## src/rtl/ctg_pkg.sv

```systemverilog
// Shared constants for the clock throttle duty gate.
// Assumes a one-word control register with one enable bit above a duty code field.
package ctg_pkg;
    localparam int DATA_W  = 32;
    localparam int CODE_W  = 3;
    localparam int EN_BIT  = 4;

    // Bits that hold state; every other bit reads as zero.
    localparam logic [DATA_W-1:0] CTRL_MASK =
        (DATA_W'(1) << EN_BIT) | ((DATA_W'(1) << CODE_W) - DATA_W'(1));

    typedef struct packed {
        logic              thr_on;
        logic [CODE_W-1:0] code;
    } ctrl_t;
endpackage

```

## src/rtl/ctg_ctrl_reg.sv

```systemverilog
// Control register: stores the throttle-on bit and the duty code, and flags a
// 0-to-1 write of the enable bit. Assumes wr_data is valid whenever wr_en is high.
module ctg_ctrl_reg
    import ctg_pkg::*;
(
    input  logic              clk,
    input  logic              rst_n,
    input  logic              wr_en,
    input  logic [DATA_W-1:0] wr_data,
    output logic [DATA_W-1:0] rd_data,
    output ctrl_t             ctrl,
    output logic              en_rise
);
    ctrl_t ctrl_q;

    // Capture the live fields on a write; clear on reset.
    always_ff @(posedge clk) begin
        if (!rst_n) begin
            ctrl_q <= '0;
        end else if (wr_en) begin
            ctrl_q.thr_on <= wr_data[EN_BIT];
            ctrl_q.code   <= wr_data[CODE_W-1:0];
        end
    end

    // Rebuild the read word with reserved bits forced to zero.
    always_comb begin
        rd_data = '0;
        rd_data[EN_BIT]       = ctrl_q.thr_on;
        rd_data[CODE_W-1:0]   = ctrl_q.code;
    end

    // A write that turns the enable bit on from off.
    always_comb en_rise = wr_en && wr_data[EN_BIT] && !ctrl_q.thr_on;

    assign ctrl = ctrl_q;

    // the stored word holds between writes.
    p_hold_r2: assert property (@(posedge clk) disable iff (!rst_n)
        !wr_en |=> $stable(rd_data));
endmodule

```

## src/rtl/ctg_duty_gen.sv

```systemverilog
// Duty generator: a free-running slot counter and the compare that decides
// whether the current slot runs. Assumes a code of zero means no throttling.
module ctg_duty_gen
    import ctg_pkg::*;
(
    input  logic  clk,
    input  logic  rst_n,
    input  ctrl_t ctrl,
    output logic  run_en
);
    logic [CODE_W-1:0] slot_q;
    logic              bypass;

    // Step the slot counter every cycle; it wraps at the window length.
    always_ff @(posedge clk) begin
        if (!rst_n) slot_q <= '0;
        else        slot_q <= slot_q + 1'b1;
    end

    // Run in every slot when throttling is off or the code is reserved.
    always_comb bypass = !ctrl.thr_on || (ctrl.code == '0);

    // Run in the first N slots of the window.
    always_comb run_en = bypass || (slot_q < ctrl.code);

    // off or code 000 always runs.
    p_full_run_r3: assert property (@(posedge clk) disable iff (!rst_n)
        (!ctrl.thr_on || ctrl.code == '0) |-> run_en);

    // the counter advances by one each cycle.
    p_slot_step_r4: assert property (@(posedge clk) disable iff (!rst_n)
        1'b1 |=> slot_q == $past(slot_q) + 1'b1);
endmodule

```

## src/rtl/ctg_smi_status.sv

```systemverilog
// Interrupt status: registers a one-cycle event pulse and two sticky flags.
// Assumes the event input is already gated by the external enable; a set wins
// over a clear at the same edge.
module ctg_smi_status (
    input  logic clk,
    input  logic rst_n,
    input  logic evt,
    input  logic top_clr,
    input  logic thr_clr,
    output logic smi_pulse,
    output logic smi_top_sts,
    output logic smi_thr_sts
);
    // Register the event as a single-cycle pulse.
    always_ff @(posedge clk) begin
        if (!rst_n) smi_pulse <= 1'b0;
        else        smi_pulse <= evt;
    end

    // Summary flag: set on event, cleared by its own strobe.
    always_ff @(posedge clk) begin
        if (!rst_n)       smi_top_sts <= 1'b0;
        else if (evt)     smi_top_sts <= 1'b1;
        else if (top_clr) smi_top_sts <= 1'b0;
    end

    // Throttle-cause flag: set on event, cleared by its own strobe.
    always_ff @(posedge clk) begin
        if (!rst_n)       smi_thr_sts <= 1'b0;
        else if (evt)     smi_thr_sts <= 1'b1;
        else if (thr_clr) smi_thr_sts <= 1'b0;
    end

    // flags stay set until their own clear.
    p_top_hold_r7: assert property (@(posedge clk) disable iff (!rst_n)
        (smi_top_sts && !top_clr) |=> smi_top_sts);
    p_thr_hold_r7: assert property (@(posedge clk) disable iff (!rst_n)
        (smi_thr_sts && !thr_clr) |=> smi_thr_sts);
    // an event always leaves both flags set.
    p_evt_sets_r7: assert property (@(posedge clk) disable iff (!rst_n)
        evt |=> (smi_top_sts && smi_thr_sts));
endmodule

```

## src/rtl/clk_throttle_gate.sv

```systemverilog
// Top level: control register, duty generator and interrupt status.
// Assumes a single clock domain; the run enable feeds an external gating cell.
module clk_throttle_gate
    import ctg_pkg::*;
(
    input  logic              clk,
    input  logic              rst_n,
    input  logic              wr_en,
    input  logic [DATA_W-1:0] wr_data,
    output logic [DATA_W-1:0] rd_data,
    input  logic              smi_en_i,
    input  logic              top_clr,
    input  logic              thr_clr,
    output logic              run_en,
    output logic              smi_pulse,
    output logic              smi_top_sts,
    output logic              smi_thr_sts
);
    ctrl_t ctrl;
    logic  en_rise;
    logic  smi_evt;

    ctg_ctrl_reg u_reg (
        .clk(clk), .rst_n(rst_n), .wr_en(wr_en), .wr_data(wr_data),
        .rd_data(rd_data), .ctrl(ctrl), .en_rise(en_rise)
    );

    ctg_duty_gen u_duty (
        .clk(clk), .rst_n(rst_n), .ctrl(ctrl), .run_en(run_en)
    );

    // Gate the enable-rise event with the external interrupt enable.
    always_comb smi_evt = en_rise && smi_en_i;

    ctg_smi_status u_sts (
        .clk(clk), .rst_n(rst_n), .evt(smi_evt),
        .top_clr(top_clr), .thr_clr(thr_clr),
        .smi_pulse(smi_pulse), .smi_top_sts(smi_top_sts), .smi_thr_sts(smi_thr_sts)
    );

    // a pulse only follows an enabled write.
    p_pulse_cause_r6: assert property (@(posedge clk) disable iff (!rst_n)
        smi_pulse |-> ($past(smi_en_i) && $past(wr_en)));
    // the pulse lasts a single cycle.
    p_pulse_once_r6: assert property (@(posedge clk) disable iff (!rst_n)
        smi_pulse |=> !smi_pulse);
endmodule

```

## config.mk

```make
export PLATFORM = sky130hd
export DESIGN_NAME = clk_throttle_gate
export DESIGN_NICKNAME = d
export VERILOG_FILES = /design/src/rtl/ctg_pkg.sv /design/src/rtl/ctg_ctrl_reg.sv /design/src/rtl/ctg_duty_gen.sv /design/src/rtl/ctg_smi_status.sv /design/src/rtl/clk_throttle_gate.sv
export SDC_FILE = /design/constraint.sdc
export NUM_CORES = 1
export LEC_CHECK = 0
export BUFFER_PORTS_ARGS = -buffer_cell sky130_fd_sc_hd__buf_2
export CORE_MARGIN = 2
export CORE_UTILIZATION = 32
export DETAILED_ROUTE_END_ITERATION = 8
export PLACE_DENSITY = 0.78
export SYNTH_ARGS = -nofsm -noshare
export SYNTH_HDL_FRONTEND = slang
export SYNTH_SLANG_ARGS = --single-unit
```

## constraint.sdc

```tcl
create_clock -name clk -period 1.3 [get_ports clk]
set_input_delay 0.13 -clock clk [delete_from_list [all_inputs] [get_ports clk]]
set_output_delay 0.13 -clock clk [all_outputs]
set_load 0.01 [all_outputs]
```

==> results of run 1 <==
layer usage:
layer / up-vias / GRT usage, %
li1: 206 / -
met1: 181 / 8.729
met2: 35 / 17.13
met3: 2 / 2.778
met4: 0 / 4.286
met5: - / 0
cell families after synthesis:
kind of cell,share of synthesized area (%)
other,0.5900
AO/OA/AOI/OAI,2.951
buffers and inverters,37.40
adder cells (fa/ha/maj),5.906
multiplexers,6.299
flip-flops,31.50
AND/OR/NAND/NOR,13.98
XOR/XNOR,1.378
final timing paths:
| check | from | endpoint | slack (ps) | depth (start not counted) |
|---|---|---|---|---|
| max | u_reg.ctrl[2] | run_en | -150 | 6 |
| max reg2reg | u_duty.slot_q[1] | u_duty.slot_q[2] | 350 | 3 |
| min | thr_clr | u_sts.smi_thr_sts | 110 | 3 |
| min reg2reg | u_duty.slot_q[0] | u_duty.slot_q[0] | 460 | 1 |
what timing repair did:
action                                  CTS  global route
hold endpoints to repair                  0             0
endpoints found under the setup margin    1             1
pin swaps                                 3             1
gates cloned                              0             0
resized for setup                         7             2
buffers inserted                          1             0
power breakdown:
part / switching [mW] / internal (mW) / leakage (nW)
Clock: 0.108 / 0.170 / 0.0210
Sequential: 0.0163 / 0.326 / 0.0834
Combinational: 0.0843 / 0.0621 / 0.292
Total: 0.209 / 0.558 / 0.396
final cells by class:
cell class,count,area (sq um)
multi-input cells,54,330.3
fillers,211,1206
well taps,27,33.78
flip-flops and latches,10,203.9
inverters,3,11.26
repair buffers,19,100.1
clock buffers,4,36.28
critical path: stages, from the launching register on:
cell      delay [ps]
dfxtp_2          340
inv_2             40
ha_4             270
nand2_2           40
o21ai_1          110
o311ai_1         110
buf_2            150
sequential cells by signal, indices dropped and copies added (netlist names):
signal	cells
u_sts.smi_thr_sts	1
u_sts.smi_top_sts	1
u_duty.slot_q	3
u_sts.smi_pulse	1
u_reg.ctrl	4
cells in the final DEF (no fill, tap or decap), drive strengths merged, types with 2 or more instances in the layout:
master | Yosys | routed
nor2b | 7 | 7
and2 | 2 | 2
inv | 3 | 3
mux2i | 4 | 4
dfxtp | 10 | 10
nand3b | 2 | 2
clkbuf | 0 | 4
nand2 | 3 | 3
ha | 3 | 3
buf | 30 | 19
conb | 1 | 28
==> run_results.csv, run 1 <==
group,metric,value,unit
clock_network,cts_num_sinks,10,
yosys,yosys_warnings,0,
placement,place_inst,112,
placement,post-place-ws,23.47,ps
power,ir_drop,0.4374,mV
min_path,hold_class,"input port to register",
timing,period_share,111.6,%
floorplan,rows,16,
grt,overflow,0,
routing,dr_wl_met2,489,microns
placement,gp_congestion,0.7307,
routing,first_pass_iters,3,
yosys,synth.top_cells.by_count,"28 x buf_4, 10 x dfxtp_1, 7 x nor2b_1, 4 x mux2i_1",
timing,hold_viol,0,
grt,grt_max_degree,11,
setup_path,crit_arrival,1320,ps
routing,drt-initial-drc-count,1,
cells_and_area,diodes,0,
setup_path,critPathLaunchType,"register",
yosys,synth_edf_count,0,
timing,min_period,1450,ps
cells_and_area,final-instance-count-excl-fill,117,
yosys,postSynthAreaPerCell,9.080,sq um
timing,hold_slack,114.7,ps
timing,fmax,689.5,MHz
cells_and_area,fin_util,37.24,%
clock_network,htree_levels,1,
setup_path,crit_fanout,2,
yosys,synth_top_cell_by_area,"buf_4",
routing,drc,0,
yosys,synthFlopType,"dfxtp_1",
floorplan,die-area,0.002359,sq mm
placement,dp_hpwl,773.9,microns
cells_and_area,design_area,715.7,sq um
yosys,synth_most_common_cell,"buf_4",
yosys,synth_cell_types,17,
clock_network,clockBufferDepth,2,
placement,placed_cell_area,636.9,sq um
floorplan,chipHeight,48.57,microns
floorplan,io_pins,74,
routing,routed.top_layer,"met4",
routing,wl_per_cell,8.513,microns
timing,setup_viol,1,
grt,track_usage,8.990,%
routing,viasPerCell,3.624,
power,p_total,0.7666,mW
clock_network,cts_tree,"yes",
floorplan,core_area,0.001922,sq mm
cells_and_area,fin_nets,132,
grt,antenna_found_initial,0,
floorplan,die_x,48.57,microns
clock_network,cts_hold_buf,0,
clock_network,ctsRootBufferMaster,"clkbuf_4",
power,leakage,0.3962,nW
outcome,violations,"setup timing",
routing,met1Wirelength,381,microns
clock_network,clk_pin_slew_worst_paths,70,ps
setup_path,path_class,"register to primary output",
timing,rsz0062_at_grt,"yes",
yosys,syn_area,635.6,sq um
run,cap_violations,0,
cells_and_area,syn_to_final_growth,12.60,%
power,power.density,1071,mW/mm^2
grt,grt_pass1_wl,1621,microns
yosys,yosysSeqAreaShare,31.50,%
clock_network,clk_latency,260,ps
yosys,async_flop_share,0,%
yosys,syn_inst,70,
timing,slew_violations,0,
setup_path,worst_setup_path_end_kind,"primary output",
timing,fin_tns_setup,-150.3,ps
grt,grt_pass1_vias,398,
routing,met3_length,111,microns
routing,vias,424,
floorplan,start_util,33.07,%
yosys,synth_seq_cells,10,
setup_path,worstPathRequired,1170,ps
timing,fin_skew,2.589,ps
timing,fin_ws,-150.3,ps
placement,io_buffers,17,
routing,routed_wl,996,microns
routing,antenna_left,0,
cells_and_area,drive_gt1_share,35.56,%
yosys,ys_top_cells_by_area,"buf_4 33%, dfxtp_1 31%, nor2b_1 6.9%, mux2i_1 6.3%, ha_1 5.9%",
outcome,status,"finished with violations",
yosys,yosys.area.top_type_share,33.07,%
clock_network,cts_buffers,3,
Power figures use the tool's default switching activity.
==> run 2: changes to the inputs <==
==> constraint.sdc (replaced) <==
create_clock -name clk -period 1.3 [get_ports clk]
set_input_delay 0.26 -clock clk [delete_from_list [all_inputs] [get_ports clk]]
set_output_delay 0.26 -clock clk [all_outputs]
set_load 0.01 [all_outputs]
==> run 2 against run 1 <==
  * Sequential share of layout area shrank 0.15 points
  * The flow still finishes with violations (setup timing)
  * Final cell count grew 0.85%
  * Die area is the same
  * Via count shrank 2.1%
  * Utilization grew 0.20 points
  * Critical path type unchanged
  * Critical endpoint unchanged
  * Register-to-register slack gained 20 ps
  * Setup slack lost 98 ps
  * First-iteration DRC count grew 100%
  * Largest cell class unchanged
==> run_results.csv, run 2 (synthesis gave the netlist of run 1 again) <==
group,metric,value,unit
floorplan,start_util,33.07,%
grt,grt_pass1_vias,363,
setup_path,crit_arrival,1290,ps
timing,period_share,119.1,%
floorplan,io_pins,74,
setup_path,slowest_delay,330,ps
placement,dp_hpwl,750.6,microns
power,ir_drop,0.3439,mV
timing,min_period,1549,ps
routing,vias,415,
routing,viasPerCell,3.517,
cells_and_area,fin_nets,133,
routing,wl_per_cell,7.720,microns
cells_and_area,fin_util,37.43,%
grt,antenna_found_initial,0,
timing,setup_viol,1,
power,p_total,0.7612,mW
timing,fin_skew,9.454,ps
setup_path,r2r_cells,3,
clock_network,ctsRootBufferMaster,"clkbuf_4",
min_path,hold_path_depth,3,
cells_and_area,diodes,0,
cells_and_area,syn_to_final_growth,13.19,%
clock_network,cts_buffers,3,
setup_path,worst_setup_path_end_kind,"primary output",
routing,drc,0,
power,leakage,0.4008,nW
cells_and_area,layout_commonest_cell,"conb_1",
clock_network,clockBufferDepth,2,
setup_path,worstPathRequired,1040,ps
grt,overflow,0,
floorplan,die_x,48.57,microns
clock_network,post-cts-setup-buffer-count,0,
floorplan,chipHeight,48.57,microns
floorplan,die-area,0.002359,sq mm
routing,antenna_left,0,
grt,grt_pass1_wl,1545,microns
placement,io_buffers,17,
timing,hold_viol,0,
timing,rsz0062_at_grt,"yes",
outcome,status,"finished with violations",
clock_network,cts_num_sinks,10,
setup_path,cp_cell_sequence,"inv_2, ha_4, nand2_2, o21ai_1, o311ai_1, buf_2",
setup_path,crit_fanout,2,
min_path,hold_class,"input port to register",
clock_network,clk_latency,260,ps
placement,gp_congestion,0.7361,
cells_and_area,drive_gt1_share,35.16,%
floorplan,rows,16,
routing,first_pass_iters,3,
clock_network,clk_pin_slew_worst_paths,70,ps
grt,grt_max_degree,11,
floorplan,core_area,0.001922,sq mm
timing,fmax,645.8,MHz
setup_path,critPathLaunchType,"register",
run,cap_violations,0,
cells_and_area,num-fill-cells,201,
timing,slew_violations,0,
setup_path,path_class,"register to primary output",
grt,track_usage,8.741,%
timing,fin_ws,-248.6,ps
cells_and_area,layout_common_cells,"28 x conb_1, 17 x buf_2, 7 x nor2b_1, 7 x dfxtp_1, 4 x mux2i_1",
outcome,violations,"setup timing",
clock_network,cts_tree,"yes",
setup_path,cp_slowest_cell,"dfxtp_2",
clock_network,htree_levels,1,
power,power.density,1058,mW/mm^2
timing,fin_tns_setup,-248.6,ps
routing,routed_wl,911,microns
cells_and_area,largest_reg_flops,4,
routing,drt-initial-drc-count,2,
==> run 2: changes by cell type in the layout (fill, tap and decap cells not counted) <==
cell     before  now
a21oi_1       0    1
a21oi_2       1    0
buf_4         2    3
==> run 2: stage by stage <==
| stage | hold slack, ps | area [sq um] | instances | setup slack (ps) |
|---|---|---|---|---|
| finish | 242.0 | 719.4 | 118 | -248.6 |
| global route | 249.0 | 719.4 | 118 | -354.2 |
| detailed placement | 442.6 | 653.1 | 114 | -67.82 |
| floorplan | 420.8 | 738.2 | 97 | 29.26 |
| global placement | 435.7 | 653.1 | 114 | -55.11 |
| CTS | 232.0 | 716.9 | 118 | -280.3 |
==> run 2: cell type report <==
| class | instances | area, sq um | share of cell area, % |
|---|---|---|---|
| Tap cell | 27 | 33.78 | 4.696 |
| Timing Repair Buffer | 20 | 107.6 | 14.96 |
| Sequential cell | 10 | 203.9 | 28.35 |
| Multi-Input combinational cell | 54 | 326.6 | 45.39 |
| Inverter | 3 | 11.26 | 1.565 |
| Clock buffer | 4 | 36.28 | 5.043 |
==> run 2: metal layers <==
metal	vias to the layer above	GRT usage, %	wire length (microns)	part of all wire, %
met5	-	0	0	0
met4	0	10.00	22	2.4
met3	2	2.160	104	11
met2	30	14.58	419	46
met1	175	8.190	364	40
li1	208	-	-	-
==> run 2: final timing paths <==
kind                                  startpoint           endpoint  slack (ps)
worst max register to register  u_duty.slot_q[1]   u_duty.slot_q[2]         370
worst min register to register  u_duty.slot_q[0]   u_duty.slot_q[0]         450
worst min-delay path                     thr_clr  u_sts.smi_thr_sts         240
worst max-delay path               u_reg.ctrl[2]             run_en        -250
==> run 2: where the power goes <==
| group | internal (mW) | leakage, nW | switching, mW |
|---|---|---|---|
| Clock | 0.170 | 0.0210 | 0.107 |
| Sequential | 0.326 | 0.0834 | 0.0148 |
| Combinational | 0.0613 | 0.296 | 0.0830 |
==> run 2: worst max-delay path: cells and delay by family, from the launching register on <==
family,cells,cell delay [ps]
DFF,1,330
adders and majority gates,1,260
AOI/OAI and AO/OA,2,210
buffers and inverters,2,190
and+or+nand+nor,1,40
==> run 2: repair_timing <==
action	4_1_cts	5_1_grt
gates cloned	0	0
hold buffers	0	0
pin swaps	4	1
setup endpoints to repair	1	1
endpoints found under the hold margin	0	0
resized for setup	6	1
==> run 3: changes to the inputs <==
--- a/config.mk
+++ b/config.mk
@@ -7,9 +7,10 @@
 export LEC_CHECK = 0
 export BUFFER_PORTS_ARGS = -buffer_cell sky130_fd_sc_hd__buf_2
 export CORE_MARGIN = 2
-export CORE_UTILIZATION = 32
+export CORE_UTILIZATION = 29
 export DETAILED_ROUTE_END_ITERATION = 8
-export PLACE_DENSITY = 0.78
+export GPL_ROUTABILITY_DRIVEN = 1
+export PLACE_DENSITY = 0.74
 export SYNTH_ARGS = -nofsm -noshare
 export SYNTH_HDL_FRONTEND = slang
 export SYNTH_SLANG_ARGS = --single-unit
==> constraint.sdc (replaced) <==
create_clock -name clk -period 1.4 [get_ports clk]
set_input_delay 0.28 -clock clk [delete_from_list [all_inputs] [get_ports clk]]
set_output_delay 0.28 -clock clk [all_outputs]
set_load 0.01 [all_outputs]
==> run 3 against run 2 <==
  * The run still ends with setup timing left
  * Non-clock buffer count fell by 1
  * Die area rose by 9.5%
  * Total power fell by 6.7%
  * Hold slack improved by 15 ps
  * Flip-flop and latch count did not move
  * Combinational power fell by 3%
  * Routed wire length rose by 2.2%
  * Critical path depth fell by 1
  * Utilization fell by 1.9 points
  * Final cell count fell by 0.85%
  * First-iteration DRC count fell by 100%
==> run_results.csv, run 3 (synthesis gave the netlist of run 1 again) <==
group,metric,value,unit
run,cap_violations,0,
outcome,status,"finished with violations",
setup_path,critPathLaunchType,"register",
timing,setup_viol,1,
timing,slew_violations,0,
setup_path,crit_arrival,1280,ps
floorplan,core_area,0.002022,sq mm
grt,grt_max_degree,11,
cells_and_area,layout_common_cells,"28 x conb_1, 17 x buf_2, 7 x nor2b_1, 7 x dfxtp_1, 4 x mux2i_1",
setup_path,r2r_cells,3,
clock_network,cts_buffers,3,
min_path,hold_class,"input port to register",
clock_network,htree_levels,1,
clock_network,clk_latency,260,ps
clock_network,cts_hold_buf,0,
grt,track_usage,7.797,%
power,seqPwrFrac,44.6,%
floorplan,chipHeight,50.82,microns
min_path,hold_path_depth,3,
grt,overflow,0,
clock_network,cts_tree,"yes",
cells_and_area,drive_gt1_share,36.67,%
timing,period_share,111.5,%
routing,routed_wl,931,microns
placement,post-place-ws,-12.14,ps
power,leakage,0.3973,nW
routing,first_pass_iters,1,
routing,wl_per_cell,7.957,microns
routing,vias,420,
routing,antenna_left,0,
cells_and_area,diodes,0,
cells_and_area,layout_commonest_cell,"conb_1",
floorplan,start_util,31.44,%
routing,viasPerCell,3.590,
floorplan,rows,16,
clock_network,clockBufferDepth,2,
setup_path,slowest_delay,340,ps
power,switching_share,26.91,%
power,pwr-share-clk,35.9,%
setup_path,path_class,"register to primary output",
cells_and_area,fin_nets,132,
timing,hold_viol,0,
outcome,violations,"setup timing",
cells_and_area,fin_util,35.58,%
routing,drc,0,
grt,antenna_found_initial,0,
power,power.density,987.5,mW/mm^2
floorplan,io_pins,74,
timing,fin_tns_setup,-161.2,ps
clock_network,post-cts-setup-buffer-count,0,
setup_path,worst_setup_path_end_kind,"primary output",
setup_path,reg2reg_from,"u_duty.slot_q[1]",
clock_network,ctsRootBufferMaster,"clkbuf_4",
setup_path,cp_slowest_cell,"dfxtp_2",
timing,rsz0062_at_grt,"yes",
power,combPwrFrac,19.5,%
timing,fin_ws,-161.2,ps
floorplan,die_x,50.82,microns
placement,gp_congestion,0.5942,
clock_network,cts_num_sinks,10,
placement,dp_hpwl,768.5,microns
clock_network,clk_pin_slew_worst_paths,70,ps
power,switchingPower,0.1912,mW
power,ir_drop,0.2813,mV
setup_path,worstPathRequired,1120,ps
min_path,hold_end,"u_sts.smi_top_sts",
routing,drt-initial-drc-count,0,
cells_and_area,syn_to_final_growth,13.19,%
timing,hold_slack,257.2,ps
grt,grt_pass1_wl,1345,microns
cells_and_area,largest_reg_flops,4,
setup_path,timing.rr.end,"u_duty.slot_q[2]",
setup_path,ff2ff_setup_slack,460,ps
setup_path,crit_fanout,2,
setup_path,cp_cell_sequence,"ha_4, a21oi_2, o21ai_2, o311ai_1, buf_2",
timing,fmax,640.5,MHz
placement,io_buffers,17,
timing,fin_skew,3.376,ps
floorplan,die-area,0.002582,sq mm
power,intPower,0.5193,mW
grt,grt_pass1_vias,317,
timing,min_period,1561,ps
min_path,min_from,"top_clr",
-- run 3: cell count changes in the layout (fill, tap and decap cells not counted), sizes merged --
cell / previous run / this run
buf: 20 / 19
-- run 3: what timing repair did --
action,4_1_cts,5_1_grt
setup endpoints to repair,1,1
gates resized for setup,8,2
pin swaps,4,1
-- run 3: how the worst max path moves through the flow --
stage          endpoint              from
4_1_cts          run_en     u_reg.ctrl[1]
3_3_place_gp     run_en     u_reg.ctrl[2]
5_1_grt          run_en     u_reg.ctrl[2]
3_5_place_dp     run_en     u_reg.ctrl[2]
2_1_floorplan    run_en     u_reg.ctrl[2]
6_report         run_en  u_duty.slot_q[2]
-- run 3: per-stage QoR --
| step | instance area [sq um] | std cells | power [mW] |
|---|---|---|---|
| 6_report | 719.4 | 117 | 0.7105 |
| 5_1_grt | 719.4 | 117 | 0.7569 |
| 4_1_cts | 711.9 | 117 | 0.7093 |
| 3_5_place_dp | 644.4 | 113 | 0.4380 |
| 3_3_place_gp | 644.4 | 113 | 0.4346 |
| 2_1_floorplan | 737.0 | 97 | 0.4623 |
-- run 3: power by group through the flow --
stage	clock, mW	sequential (mW)	combinational, mW
after CTS	0.263	0.317	0.129
final	0.255	0.317	0.139
after detailed placement	0	0.319	0.119
after global routing	0.282	0.319	0.156
after global placement	0	0.318	0.116
after floorplan	0	0.323	0.139
-- run 3: worst max-delay path, delay by kind of cell, from the launching register on --
| kind | cells | cell delay (ps) |
|---|---|---|
| adders and majority gates | 1 | 240 |
| AOI/OAI and AO/OA | 3 | 260 |
| buffers and inverters | 1 | 170 |
| DFF | 1 | 340 |
-- run 3: layout make-up --
type / count / area [sq um]
Sequential cell: 10 / 203.9
Timing Repair Buffer: 19 / 100.1
Clock buffer: 4 / 36.28
Inverter: 3 / 11.26
Multi-Input combinational cell: 54 / 334.1
Tap cell: 27 / 33.78
Fill cell: 230 / 1303
-- run 3: routing by layer --
layer	share of wire, %	wire (microns)	global-route usage, %
met3	12	113	2.339
met5	0	0	0
met4	4.8	45	10.81
met2	48	449	12.72
met1	35	323	6.498
